--- src/rtl/wdt_keyed_pkg.sv ---
package wdt_keyed_pkg;
  localparam int DATA_W = 32;

  // Register byte offsets
  localparam logic [7:0] OFS_COUNT  = 8'h00;
  localparam logic [7:0] OFS_RELOAD = 8'h04;
  localparam logic [7:0] OFS_KICK   = 8'h08;
  localparam logic [7:0] OFS_CTRL   = 8'h0C;
  localparam logic [7:0] OFS_STAT   = 8'h10;
  localparam logic [7:0] OFS_PULSE  = 8'h18;

  localparam logic [DATA_W-1:0] KICK_WORD = 32'h0000_4755;

  // Control register, bit 7 down to bit 0
  typedef struct packed {
    logic       altBoot;
    logic [1:0] rstMode;
    logic       slowTick;
    logic       extEn;
    logic       irqEn;
    logic       rstEn;
    logic       run;
  } wdtCtrl_t;

  // Strobes from control to counter datapath
  typedef struct packed {
    logic restart;
    logic run;
    logic slowTick;
  } wdtStrobe_t;
endpackage

--- src/rtl/wdt_count.sv ---
module wdt_count
  import wdt_keyed_pkg::*;
#(
  parameter int               CNT_W      = 32,
  parameter int               PRESCALE   = 100,
  parameter logic [CNT_W-1:0] RELOAD_RST = '1
) (
  input  logic             clk,
  input  logic             rstN,
  input  wdtStrobe_t       strb,
  input  logic [CNT_W-1:0] reloadVal,
  output logic [CNT_W-1:0] countVal,
  output logic             expireEvt
);
  logic slowPulse;
  logic tick;
  logic [CNT_W-1:0] cntQ;

  generate
    if (PRESCALE > 1) begin : g_div
      localparam int PS_W = $clog2(PRESCALE);
      localparam logic [PS_W-1:0] PS_LAST = PS_W'(PRESCALE - 1);
      logic [PS_W-1:0] divQ;
      always_ff @(posedge clk or negedge rstN) begin
        if (!rstN)               divQ <= '0;
        else if (divQ == PS_LAST) divQ <= '0;
        else                     divQ <= divQ + 1'b1;
      end
      assign slowPulse = (divQ == PS_LAST);
    end else begin : g_nodiv
      assign slowPulse = 1'b1;
    end
  endgenerate

  assign tick      = strb.slowTick ? slowPulse : 1'b1;
  assign expireEvt = strb.run && tick && (cntQ == '0) && !strb.restart;

  always_ff @(posedge clk or negedge rstN) begin
    if (!rstN) begin
      cntQ <= RELOAD_RST;
    end else if (strb.restart) begin
      cntQ <= reloadVal;
    end else if (strb.run && tick) begin
      if (cntQ == '0) cntQ <= reloadVal;
      else            cntQ <= cntQ - 1'b1;
    end
  end

  assign countVal = cntQ;
endmodule

--- src/rtl/wdt_regs.sv ---
module wdt_regs
  import wdt_keyed_pkg::*;
#(
  parameter int               ADDR_W     = 8,
  parameter int               CNT_W      = 32,
  parameter int               PW_W       = 8,
  parameter logic [CNT_W-1:0] RELOAD_RST = '1
) (
  input  logic              clk,
  input  logic              rstN,
  input  logic [ADDR_W-1:0] busAddr,
  input  logic              busWe,
  input  logic [DATA_W-1:0] busWdata,
  output logic [DATA_W-1:0] busRdata,
  input  logic [CNT_W-1:0]  countVal,
  input  logic              expireEvt,
  output wdtStrobe_t        strb,
  output logic [CNT_W-1:0]  reloadVal,
  output logic              irqPulse,
  output logic              rstReq,
  output logic [1:0]        rstMode,
  output logic              extTrig,
  output logic              bootAlt
);
  wdtCtrl_t         ctrlQ;
  logic [CNT_W-1:0] reloadQ;
  logic [1:0]       statQ;
  logic [PW_W-1:0]  pulseQ;
  logic [PW_W-1:0]  extLeft;

  logic selReload, selKick, selCtrl, selStat, selPulse;
  assign selReload = busWe && (busAddr == ADDR_W'(OFS_RELOAD));
  assign selKick   = busWe && (busAddr == ADDR_W'(OFS_KICK));
  assign selCtrl   = busWe && (busAddr == ADDR_W'(OFS_CTRL));
  assign selStat   = busWe && (busAddr == ADDR_W'(OFS_STAT));
  assign selPulse  = busWe && (busAddr == ADDR_W'(OFS_PULSE));

  assign strb.restart  = selKick && (busWdata == KICK_WORD);
  assign strb.run      = ctrlQ.run;
  assign strb.slowTick = ctrlQ.slowTick;

  always_ff @(posedge clk or negedge rstN) begin
    if (!rstN) begin
      ctrlQ   <= '0;
      reloadQ <= RELOAD_RST;
      pulseQ  <= '0;
    end else begin
      if (selCtrl)   ctrlQ   <= wdtCtrl_t'(busWdata[7:0]);
      if (selReload) reloadQ <= busWdata[CNT_W-1:0];
      if (selPulse)  pulseQ  <= busWdata[PW_W-1:0];
    end
  end

  // Sticky status, set wins over write-one-to-clear
  always_ff @(posedge clk or negedge rstN) begin
    if (!rstN) begin
      statQ <= '0;
    end else begin
      statQ[0] <= expireEvt |
                  (statQ[0] & ~(selStat & busWdata[0]));
      statQ[1] <= (expireEvt & ctrlQ.altBoot) |
                  (statQ[1] & ~(selStat & busWdata[1]));
    end
  end

  // Expiry actions
  always_ff @(posedge clk or negedge rstN) begin
    if (!rstN) begin
      irqPulse <= 1'b0;
      rstReq   <= 1'b0;
      rstMode  <= 2'd0;
      extTrig  <= 1'b0;
      extLeft  <= '0;
    end else begin
      irqPulse <= expireEvt & ctrlQ.irqEn;
      rstReq   <= expireEvt & ctrlQ.rstEn;
      rstMode  <= (expireEvt & ctrlQ.rstEn) ? ctrlQ.rstMode : 2'd0;
      if (expireEvt && ctrlQ.extEn) begin
        extTrig <= 1'b1;
        extLeft <= pulseQ;
      end else if (extLeft != '0) begin
        extLeft <= extLeft - 1'b1;
      end else begin
        extTrig <= 1'b0;
      end
    end
  end

  assign bootAlt   = statQ[1];
  assign reloadVal = reloadQ;

  always_comb begin
    busRdata = '0;
    case (busAddr)
      ADDR_W'(OFS_COUNT):  busRdata = DATA_W'(countVal);
      ADDR_W'(OFS_RELOAD): busRdata = DATA_W'(reloadQ);
      ADDR_W'(OFS_CTRL):   busRdata = {{(DATA_W-8){1'b0}}, ctrlQ};
      ADDR_W'(OFS_STAT):   busRdata = {{(DATA_W-2){1'b0}}, statQ};
      ADDR_W'(OFS_PULSE):  busRdata = DATA_W'(pulseQ);
      default:             busRdata = '0;
    endcase
  end
endmodule

--- src/rtl/wdt_keyed.sv ---
module wdt_keyed
  import wdt_keyed_pkg::*;
#(
  parameter int               ADDR_W     = 8,
  parameter int               CNT_W      = 32,
  parameter int               PW_W       = 8,
  parameter int               PRESCALE   = 100,
  parameter logic [CNT_W-1:0] RELOAD_RST = '1
) (
  input  logic              clk,
  input  logic              rstN,
  input  logic [ADDR_W-1:0] busAddr,
  input  logic              busWe,
  input  logic [31:0]       busWdata,
  output logic [31:0]       busRdata,
  output logic              irqPulse,
  output logic              rstReq,
  output logic [1:0]        rstMode,
  output logic              extTrig,
  output logic              bootAlt
);
  wdtStrobe_t       strb;
  logic [CNT_W-1:0] countVal;
  logic [CNT_W-1:0] reloadVal;
  logic             expireEvt;

  wdt_regs #(
    .ADDR_W(ADDR_W), .CNT_W(CNT_W), .PW_W(PW_W), .RELOAD_RST(RELOAD_RST)
  ) i_regs (
    .clk(clk), .rstN(rstN),
    .busAddr(busAddr), .busWe(busWe), .busWdata(busWdata), .busRdata(busRdata),
    .countVal(countVal), .expireEvt(expireEvt),
    .strb(strb), .reloadVal(reloadVal),
    .irqPulse(irqPulse), .rstReq(rstReq), .rstMode(rstMode),
    .extTrig(extTrig), .bootAlt(bootAlt)
  );

  wdt_count #(
    .CNT_W(CNT_W), .PRESCALE(PRESCALE), .RELOAD_RST(RELOAD_RST)
  ) i_count (
    .clk(clk), .rstN(rstN),
    .strb(strb), .reloadVal(reloadVal),
    .countVal(countVal), .expireEvt(expireEvt)
  );
endmodule

--- config.mk ---
export PLATFORM = sky130hd
export DESIGN_NAME = wdt_keyed
export DESIGN_NICKNAME = d
export VERILOG_FILES = /design/src/rtl/wdt_keyed_pkg.sv /design/src/rtl/wdt_count.sv /design/src/rtl/wdt_regs.sv /design/src/rtl/wdt_keyed.sv
export SDC_FILE = /design/constraint.sdc
export NUM_CORES = 1
export LEC_CHECK = 0
export ABC_AREA = 1
export BUFFER_PORTS_ARGS = -buffer_cell sky130_fd_sc_hd__buf_2
export CAP_MARGIN = 25
export CORE_MARGIN = 2
export CORE_UTILIZATION = 53
export CTS_BUF_LIST = sky130_fd_sc_hd__clkbuf_4 sky130_fd_sc_hd__clkbuf_8 sky130_fd_sc_hd__clkbuf_16
export CTS_CLUSTER_SIZE = 12
export DETAILED_ROUTE_END_ITERATION = 6
export PLACE_DENSITY = 0.77
export SETUP_SLACK_MARGIN = 0.3
export SYNTH_ARGS = -nofsm -noshare
export SYNTH_HDL_FRONTEND = slang
export SYNTH_SLANG_ARGS = --single-unit
--- constraint.sdc ---
create_clock -name clk -period 1.6 [get_ports clk]
set_input_delay 0.32 -clock clk [delete_from_list [all_inputs] [get_ports clk]]
set_output_delay 0.32 -clock clk [all_outputs]
set_load 0.01 [all_outputs]
==> impl_metrics.env <==
export IMPL_async_flop_share_pct=100
export IMPL_synth_seq_area_share_pct=40.3
export IMPL_routedWlPerCell_microns=28.8
export IMPL_worstPathRequired_ns=1.90
export IMPL_worstSetupEndpointType="flop"
export IMPL_grt_max_degree=35
export IMPL_path_buf_inv=1
export IMPL_setup_violations_final=79
export IMPL_final_hold_viol_count=0
export IMPL_p_total_mw=11.2
export IMPL_nFillCells=326
export IMPL_skew_ns=0.0168
export IMPL_synth_fp_nets=976
export IMPL_dieHeight_microns=115
export IMPL_finalMaxSlewViolations=0
export IMPL_avgSynthCellArea_sq_um=7.04
export IMPL_synth_area_sq_mm=0.00653
export IMPL_finalCriticalPeriod_ns=2.60
export IMPL_layout_commonest_cell="nand2_1"
export IMPL_max_vdd_ir_drop_v=0.000640
export IMPL_ys_warnings_count=0
export IMPL_synth_edff_count=0
export IMPL_max_stage_delay_ns=0.43
export IMPL_vias=9654
export IMPL_clk_insertion_delay_late_ns=0.38
export IMPL_initial_core_util_pct=54.4
export IMPL_routed_wl_microns=39100
export IMPL_rows=40
export IMPL_grt_total_usage_pct=38.1
export IMPL_crit_fanout=4
export IMPL_routabilityCongestion=0.954
export IMPL_slew_headroom_pct=63.9
export IMPL_gr_total_overflow=0
export IMPL_multi_input_area_sq_mm=0.00484
export IMPL_final_cell_mix="175 x nand2_1, 151 x buf_4, 113 x inv_1"
export IMPL_cp_slowest_cell="nand4_1"
export IMPL_first_iter_violations=2237
export IMPL_drive_above_1_share_pct=55.0
export IMPL_ys_ff_latch=102
export IMPL_maxCapViolCount=0
export IMPL_die_w_microns=115
export IMPL_die_area_sq_mm=0.0132
export IMPL_cts_max_level=3
export IMPL_preCtsSetupSlack_ns=-0.295
export IMPL_tns_ns=-27.49
export IMPL_area_delta_synth_final_pct=72.1
export IMPL_cts_sinks=102
export IMPL_grt_setup_unrepaired="true"
export IMPL_layout_setup_ws_ns=-1.00
export IMPL_diodes=0
export IMPL_path_clk_slew_ns=0.07
export IMPL_antenna_found_initial=0
export IMPL_ctsRootBufferMaster="clkbuf_16"
export IMPL_worstPathArrival_ns=2.90
export IMPL_critPathLaunchType="flop"
export IMPL_p_leak_nw=5.07
export IMPL_grt_pass1_vias=7500
export IMPL_synthCells=928
export IMPL_numCtsBuffers=9
export IMPL_finalCritPeriodShare_pct=163
export IMPL_core_sq_mm=0.0120
export IMPL_place_port_buffers=80
export IMPL_ant_nets=0
export IMPL_post_dp_cell_area_sq_mm=0.00907
export IMPL_critPathTopFamily="simple AND/OR/NAND/NOR gates"
export IMPL_synth_top_flop_cell="dfstp_2"
export IMPL_design_area_sq_mm=0.0112
export IMPL_worst_pin_slew_ns=0.536
export IMPL_viasPerCell=7.11
export IMPL_regArea_sq_mm=0.00263
export IMPL_fmax_mhz=384
export IMPL_drc_errors=173
export IMPL_first_pass_iters=7
export IMPL_crit_chain="buf_4 > nor2_2 > nand2_1 > nor2_2 > nand2_2 > o21ai_0 > nand4_1 > nand3_2 > nand2_2"
export IMPL_criticalPathCategory="reg -> reg"
export IMPL_hpwl_microns=16800
export IMPL_synth_distinct_cells=39
export IMPL_cts_tree="yes"
export IMPL_failed_checks="design-rule violations, negative setup slack"
export IMPL_hp_class="in -> reg"
export IMPL_fin_nets=1253
export IMPL_io_pins=81
export IMPL_clk_path_buf_depth=2
export IMPL_grt_pass1_wl_microns=38800
export IMPL_power_density_mw_per_mm2=997
export IMPL_status="finished, violations left"
[power breakdown]
part	internal [mW]	switching, mW	leakage, nW
combinational	1.97	3.08	3.78
clock	1.27	1.08	0.151
sequential	3.30	0.523	1.14
[final timing paths]
kind / cells after the start / to / slack (ns) / start
setup / recovery: 9 / i_count.countVal[19] / -1.00 / i_count.countVal[8]
hold / removal: 3 / i_regs.reloadVal[24] / 0.22 / busWdata[24]
setup reg to reg: 9 / i_count.countVal[19] / -1.00 / i_count.countVal[8]
hold reg to reg: 2 / i_regs.reloadVal[11] / 0.49 / i_regs.reloadVal[11]
max in group asynchronous: 3 / i_count.countVal[26] / 0.53 / rstN
min in group asynchronous: 2 / i_regs.statQ[0] / 0.44 / rstN
[flip-flops by register name, indices dropped and copies added, names as in the netlist]
name                flops
i_count.countVal       32
i_count.g_div.divQ      7
i_regs.ctrlQ            6
i_regs.extLeft          8
i_regs.extTrig          1
i_regs.irqPulse         1
i_regs.pulseQ           8
i_regs.reloadVal       32
i_regs.rstMode          2
i_regs.rstReq           1
i_regs.statQ            2
i_regs.strb             2
[metal layers]
metal / global-route usage [%] / vias to the layer above / wire length [microns]
li1: - / 3538 / -
met1: 50.2 / 4353 / 11900
met2: 61.5 / 1206 / 16200
met3: 5.90 / 553 / 6050
met4: 18.9 / 4 / 4850
met5: 0 / - / 71
[kinds of logic (layout without fill, tap and decap cells)]
family	Yosys count	in the layout	share of synthesized area, %
mux	1	1	0.153
compound gates	126	126	10.7
xor+xnor	20	20	2.68
flops	102	102	40.3
simple gates	509	511	34.6
fa+ha+maj	5	5	0.958
buf+inv	165	445	10.6
[cell usage after synthesis (all sizes together), types with 2 or more instances]
| cell type | count | area share (%) |
|---|---|---|
| nor3 | 11 | 0.92 |
| o2111ai | 4 | 0.54 |
| o221ai | 2 | 0.27 |
| dfrtp | 38 | 15 |
| nor2 | 138 | 8.5 |
| o211ai | 2 | 0.23 |
| o22ai | 28 | 2.7 |
| a21oi | 23 | 1.8 |
| nand2 | 237 | 14 |
| nand4 | 18 | 1.7 |
| o21a | 2 | 0.23 |
| xor2 | 18 | 2.4 |
| nand3 | 98 | 8.2 |
| clkbuf | 9 | 0.52 |
| nor4 | 4 | 0.84 |
| dfstp | 64 | 26 |
| xnor2 | 2 | 0.27 |
| ha | 5 | 0.96 |
| inv | 136 | 7.9 |
| o21ai | 65 | 5.0 |
| buf | 19 | 2.1 |
[worst register-to-register path, cell delays in order (launching register included)]
cell	delay (ns)
dfstp_2	0.39
buf_4	0.14
nor2_2	0.37
nand2_1	0.22
nor2_2	0.23
nand2_2	0.17
o21ai_0	0.28
nand4_1	0.43
nand3_2	0.21
nand2_2	0.08
[timing repair]
action | 4_1_cts | 5_1_grt
setup endpoints to repair | 84 | 115
resized for setup | 89 | 242
cloned | 5 | 8
pin swaps | 51 | 86
buffers inserted | 13 | 16
hold buffers | 1 | 0
hold endpoints to repair | 11 | 0
[through the flow]
step | util (%) | hold slack (ns) | std cells
4_1_cts | 82.9 | 0.206 | 1333
3_5_place_dp | 75.5 | 0.268 | 1298
3_3_place_gp | 75.5 | 0.269 | 1298
2_1_floorplan | - | 0.0244 | 928
5_1_grt | 93.6 | 0.225 | 1357
6_report | 93.6 | 0.218 | 1357
[final cells by class]
type | instances | share of cell area (%)
Clock buffer | 12 | 2.20
Clock inverter | 4 | 0.434
Timing Repair Buffer | 292 | 24.2
Multi-Input combinational cell | 663 | 43.1
Sequential cell | 102 | 23.4
Inverter | 137 | 5.03
Tap cell | 147 | 1.64
Note: power is estimated with default switching activity, not from simulation.
